--- src/rtl/btn_pwm_pkg.sv ---
package btn_pwm_pkg;

    localparam int DUTY_W = 8;
    localparam int SW_W   = 4;

    typedef logic [DUTY_W-1:0] duty_t;

    // Gray-ordered ring: IDLE -> RISE -> HELD -> FALL -> IDLE
    typedef enum logic [1:0] {
        DB_IDLE = 2'b00,
        DB_RISE = 2'b01,
        DB_HELD = 2'b11,
        DB_FALL = 2'b10
    } db_state_e;

    typedef struct packed {
        logic level;
        logic pulse;
    } db_out_t;

    // Switch field to step: bits 1..3 inverted, bit 4 straight, rest zero
    function automatic duty_t step_from_sw(input logic [SW_W-1:0] sw);
        duty_t s;
        s    = '0;
        s[1] = ~sw[0];
        s[2] = ~sw[1];
        s[3] = ~sw[2];
        s[4] =  sw[3];
        return s;
    endfunction

    function automatic duty_t sat_adjust(input duty_t cur, input duty_t step, input logic up);
        logic [DUTY_W:0] wide;
        if (up) begin
            wide = {1'b0, cur} + {1'b0, step};
            return wide[DUTY_W] ? {DUTY_W{1'b1}} : wide[DUTY_W-1:0];
        end
        return (step > cur) ? '0 : cur - step;
    endfunction

endpackage

--- src/rtl/btn_debounce.sv ---
module btn_debounce
    import btn_pwm_pkg::*;
#(
    parameter int SETTLE_CYC  = 1950000,
    parameter int SYNC_STAGES = 2
) (
    input  logic    clk,
    input  logic    rst_n,
    input  logic    press,
    output db_out_t dbo
);
    localparam int CNT_W = (SETTLE_CYC > 1) ? $clog2(SETTLE_CYC) : 1;
    localparam logic [CNT_W-1:0] LAST = CNT_W'(SETTLE_CYC - 1);

    logic [SYNC_STAGES-1:0] sync_q;
    logic                   s;
    db_state_e              state_q;
    logic [CNT_W-1:0]       cnt_q;
    logic                   pulse_q;

    always_ff @(posedge clk) begin
        if (!rst_n) sync_q <= '0;
        else        sync_q <= {sync_q[SYNC_STAGES-2:0], press};
    end

    assign s = sync_q[SYNC_STAGES-1];

    always_ff @(posedge clk) begin
        if (!rst_n) begin
            state_q <= DB_IDLE;
            cnt_q   <= '0;
            pulse_q <= 1'b0;
        end else begin
            pulse_q <= 1'b0;
            unique case (state_q)
                DB_IDLE: if (s) begin
                    state_q <= DB_RISE;
                    cnt_q   <= '0;
                end
                DB_RISE: begin
                    if (!s) begin
                        state_q <= DB_IDLE;
                    end else if (cnt_q == LAST) begin
                        state_q <= DB_HELD;
                        pulse_q <= 1'b1;
                    end else begin
                        cnt_q <= cnt_q + 1'b1;
                    end
                end
                DB_HELD: if (!s) begin
                    state_q <= DB_FALL;
                    cnt_q   <= '0;
                end
                DB_FALL: begin
                    if (s) begin
                        state_q <= DB_HELD;
                    end else if (cnt_q == LAST) begin
                        state_q <= DB_IDLE;
                    end else begin
                        cnt_q <= cnt_q + 1'b1;
                    end
                end
                default: state_q <= DB_IDLE;
            endcase
        end
    end

    // HELD and FALL share the high bit: the level is that bit
    assign dbo.level = state_q[1];
    assign dbo.pulse = pulse_q;

endmodule

--- src/rtl/duty_adjust.sv ---
module duty_adjust
    import btn_pwm_pkg::*;
#(
    parameter int DUTY_INIT = 128
) (
    input  logic  clk,
    input  logic  rst_n,
    input  logic  level,
    input  logic  up,
    input  duty_t step,
    output duty_t duty
);
    logic  level_d;
    duty_t duty_q;

    always_ff @(posedge clk) begin
        if (!rst_n) begin
            level_d <= 1'b0;
            duty_q  <= duty_t'(DUTY_INIT);
        end else begin
            level_d <= level;
            if (level && !level_d)
                duty_q <= sat_adjust(duty_q, step, up);
        end
    end

    assign duty = duty_q;

endmodule

--- src/rtl/pwm_gen.sv ---
module pwm_gen
    import btn_pwm_pkg::*;
(
    input  logic  clk,
    input  logic  rst_n,
    input  duty_t duty,
    output logic  pwm
);
    duty_t cnt_q;
    logic  pwm_q;

    always_ff @(posedge clk) begin
        if (!rst_n) begin
            cnt_q <= '0;
            pwm_q <= 1'b0;
        end else begin
            pwm_q <= (cnt_q < duty);
            cnt_q <= cnt_q + 1'b1;
        end
    end

    assign pwm = pwm_q;

endmodule

--- src/rtl/btn_pwm_ctrl.sv ---
module btn_pwm_ctrl
    import btn_pwm_pkg::*;
#(
    parameter int SETTLE_CYC  = 1950000,
    parameter int SYNC_STAGES = 2,
    parameter int DUTY_INIT   = 128
) (
    input  logic            clk,
    input  logic            rst_n,
    input  logic            btn_n,
    input  logic            raise,
    input  logic [SW_W-1:0] step_sw,
    output logic            pwm_o,
    output logic            db_level,
    output logic            db_pulse
);
    db_out_t dbo;
    duty_t   step;
    duty_t   duty_q;

    assign step = step_from_sw(step_sw);

    btn_debounce #(
        .SETTLE_CYC (SETTLE_CYC),
        .SYNC_STAGES(SYNC_STAGES)
    ) u_db (
        .clk  (clk),
        .rst_n(rst_n),
        .press(~btn_n),
        .dbo  (dbo)
    );

    duty_adjust #(
        .DUTY_INIT(DUTY_INIT)
    ) u_duty (
        .clk  (clk),
        .rst_n(rst_n),
        .level(dbo.level),
        .up   (raise),
        .step (step),
        .duty (duty_q)
    );

    pwm_gen u_pwm (
        .clk  (clk),
        .rst_n(rst_n),
        .duty (duty_q),
        .pwm  (pwm_o)
    );

    assign db_level = dbo.level;
    assign db_pulse = dbo.pulse;

endmodule

--- config.mk ---
export PLATFORM = sky130hd
export DESIGN_NAME = btn_pwm_ctrl
export DESIGN_NICKNAME = d
export VERILOG_FILES = /design/src/rtl/btn_pwm_pkg.sv /design/src/rtl/btn_debounce.sv /design/src/rtl/duty_adjust.sv /design/src/rtl/pwm_gen.sv /design/src/rtl/btn_pwm_ctrl.sv
export SDC_FILE = /design/constraint.sdc
export NUM_CORES = 1
export LEC_CHECK = 0
export BUFFER_PORTS_ARGS = -buffer_cell sky130_fd_sc_hd__buf_4
export CORE_ASPECT_RATIO = 0.75
export CORE_MARGIN = 3
export CORE_UTILIZATION = 50
export CTS_CLUSTER_SIZE = 14
export DETAILED_ROUTE_END_ITERATION = 7
export PLACE_DENSITY = 0.69
export SLEW_MARGIN = 25
export SYNTH_ARGS = -nofsm -noshare
export SYNTH_HDL_FRONTEND = slang
export SYNTH_HIERARCHICAL = 1
export SYNTH_SLANG_ARGS = --single-unit
export TNS_END_PERCENT = 100
--- constraint.sdc ---
create_clock -name clk -period 3.1 [get_ports clk]
set_input_delay 0.62 -clock clk [delete_from_list [all_inputs] [get_ports clk]]
set_output_delay 0.62 -clock clk [all_outputs]
set_load 0.01 [all_outputs]
==> results.toml <==
[status]
status = "finished, final reports clean"

[placed_design]
place_congestion = 0.8245
dp.cells = 470
dpl-instance-area_sq_um = 3347
port_buffers = 10
hpwl_mm = 5.526

[global_routing]
antenna_found_initial = 0
grt-ovfl-total = 0
first_global_vias = 2397
grt_max_degree = 33
grt_pass1_wl_mm = 11.83
grt.total_usage = 0.1954

[floorplan]
die_w_microns = 98.67
ioPinCount = 11
coreArea_sq_um = 6006
std_cell_rows = 24
dieArea_sq_um = 7450
dieHeight_microns = 75.51
start_util = 0.5363

[pwr]
power.density_nw_per_um2 = 356.6
p_clk_frac = 0.367
p_int_uw = 890.9
p_leak_uw = 0.001289
p_seq_frac = 0.472
swShare = 0.2783
combPwrFrac = 0.161
p_sw_uw = 343.6
ir_worst_vdd_v = 0.0002260

[sta]
fin_skew_ps = 6.813
fmax_mhz = 419.1
hold_violations = 0
max_slew.worst_pin.slew_ps = 544.8
final.setup.tns_ps = 0
relSlewSlack = 0.6338
finalSetupViolations = 0
hold_ws_ps = 440.8
maxSlewViolCount = 0
rsz0062_at_grt = "no"
fin_crit_sh = 0.7696
fin_crit_ps = 2386

[clock_network]
cts_sinks = 44
cts_resized = 0
htreeDepth = 2
cts_root_buf = "clkbuf_8"
tritoncts = "built"
holdBufCountCts = 0
clock_latency_ps = 300
post_cts_buffers = 0
cts_buffers = 5
clkTransAtPathRegs_ps = 90
clk_path_buf_depth = 2

[drt]
drc = 0
first_pass_iters = 4
drt-initial-drc-count = 242
routed_wl_mm = 7.193
wl_per_cell_microns = 15.05
vias_per_cell = 5.960
drtAntennaViolNets = 0
vias = 2849

[min_path]
hold_class = "reg2reg"

[critical_path]
start_kind = "register"
crit_type = "reg2reg"
worstPathRequired_ps = 3330
worstPathCellList = "inv_1, ha_1, o32ai_2, o211ai_2, or3b_2, a31oi_1"
cp.arrival_ps = 2610
crit_path_end_kind = "register"
cp_slowest_cell = "or3b_2"
cp_max_fo = 7
slowest_delay_ps = 520

[yosys]
synth_warnings = 6
syn-cell-area_sq_um = 3221
ys_async_sr_fraction = 0
syn-mean-instance-area_sq_um = 8.279
synthFlopType = "dfxtp_1"
synth_edf_count = 0
ys_seq_area_frac = 0.2735
ys_ff_latch = 44
syn_inst = 389
synth_cell_types = 74

[final_layout]
layout_commonest_cell = "dfxtp_1"
area_delta_synth_final_pct = 7.498
fin_area_sq_um = 3462
fillers = 538
insertedDiodeCount = 0
finish.utilization = 0.5765
final_cell_mix = "dfxtp_1, inv_1, ha_1"
layoutNonFillerInstCount = 478
drive_gt1_frac = 0.1025
nets = 440

[flow_run]
maxCapViolCount = 0
-- registers in the layout, indices dropped and copies added (netlist names) --
name	flops
u_db/cnt_q	21
u_db/pulse_q	1
u_db/state_q	2
u_db/sync_q	2
u_duty/duty	8
u_duty/level_d	1
u_pwm/cnt_q	8
u_pwm/pwm	1
-- layer usage --
layer / global-route usage / vias up / routed length, microns
li1: - / 1432 / -
met1: 0.3209 / 1330 / 3973
met2: 0.2659 / 85 / 2793
met3: 0.03019 / 2 / 407
met4: 0.03182 / 0 / 19
met5: 0 / - / 0
-- kinds of logic after synthesis --
group / count (synthesis) / synth area share
buffers and inverters: 48 / 0.06449
DFF: 44 / 0.2735
muxes: 1 / 0.003108
AOI/OAI and AO/OA: 118 / 0.2638
and+or+nand+nor: 132 / 0.2284
other: 1 / 0.001164
xor gates and xnor gates: 12 / 0.03263
adders and majority gates: 33 / 0.1329
-- final timing paths --
path	startpoint	to	slack, ps	cells after the start
worst min-delay path	u_db/sync_q[0]	u_db/sync_q[1]	440	1
worst max-delay path	u_db/state_q[1]	u_db/cnt_q[2]	710	6
worst max register to register	u_db/state_q[1]	u_db/cnt_q[2]	710	6
worst min register to register	u_db/sync_q[0]	u_db/sync_q[1]	440	1
-- metrics by stage --
stage | power (uW) | setup slack (ps)
after CTS | 1237 | 731.0
after global routing | 1287 | 512.8
after floorplan | 747.8 | 731.6
after global placement | 788.7 | 525.1
after detailed placement | 790.7 | 502.5
final | 1234 | 714.2
-- critical path, delay by kind of cell (launching register included) --
family | cells | cell delay [ps]
compound gates | 3 | 920
fa+ha+maj | 1 | 270
buf+inv | 1 | 140
flops | 1 | 460
simple gates | 1 | 520
-- power groups by stage --
stage	combinational (uW)	sequential, uW	clock [uW]
floorplan	154	594	0
global placement	193	596	0
detailed placement	194	596	0
CTS	195	583	459
global route	220	585	482
finish	198	583	453
-- cell usage after synthesis, types with 2 or more instances --
cell type / number / area share
buf_4: 2 / 0.0047
o21a_1: 4 / 0.0093
a211oi_1: 6 / 0.014
a21o_1: 3 / 0.0070
nand4_1: 3 / 0.0058
buf_6: 2 / 0.0070
a211oi_2: 2 / 0.0078
nor2_1: 20 / 0.023
nand3_1: 16 / 0.025
o31ai_1: 8 / 0.019
a31oi_1: 11 / 0.021
nand2_1: 27 / 0.031
xnor2_1: 6 / 0.016
o21ai_0: 24 / 0.037
xor2_1: 6 / 0.016
or3_1: 6 / 0.012
or2_1: 2 / 0.0039
nand2b_1: 5 / 0.0097
and2_1: 4 / 0.0078
dfxtp_1: 44 / 0.27
nor3_1: 7 / 0.011
inv_1: 31 / 0.036
o22ai_1: 4 / 0.0078
and4_1: 3 / 0.0082
nand3b_1: 2 / 0.0047
or4_1: 6 / 0.014
nor4_1: 3 / 0.0058
nor2b_1: 8 / 0.016
o31ai_4: 2 / 0.013
o211ai_1: 4 / 0.0093
ha_1: 31 / 0.12
o32a_1: 2 / 0.0062
a21oi_1: 26 / 0.040
and3_1: 5 / 0.0097
a21boi_0: 2 / 0.0047
fa_1: 2 / 0.012
buf_2: 4 / 0.0062
clkbuf_1: 9 / 0.010
a221oi_1: 2 / 0.0054
-- final cells by class --
| type | instances | area, sq um | area share |
|---|---|---|---|
| Inverter | 31 | 116.4 | 0.03361 |
| Clock buffer | 5 | 68.82 | 0.01988 |
| Clock inverter | 3 | 46.29 | 0.01337 |
| Timing Repair Buffer | 12 | 90.09 | 0.02602 |
| Multi-Input combinational cell | 305 | 2162 | 0.6245 |
| Tap cell | 78 | 97.59 | 0.02819 |
| Sequential cell | 44 | 880.8 | 0.2544 |
(Power assumes the default switching activity.)
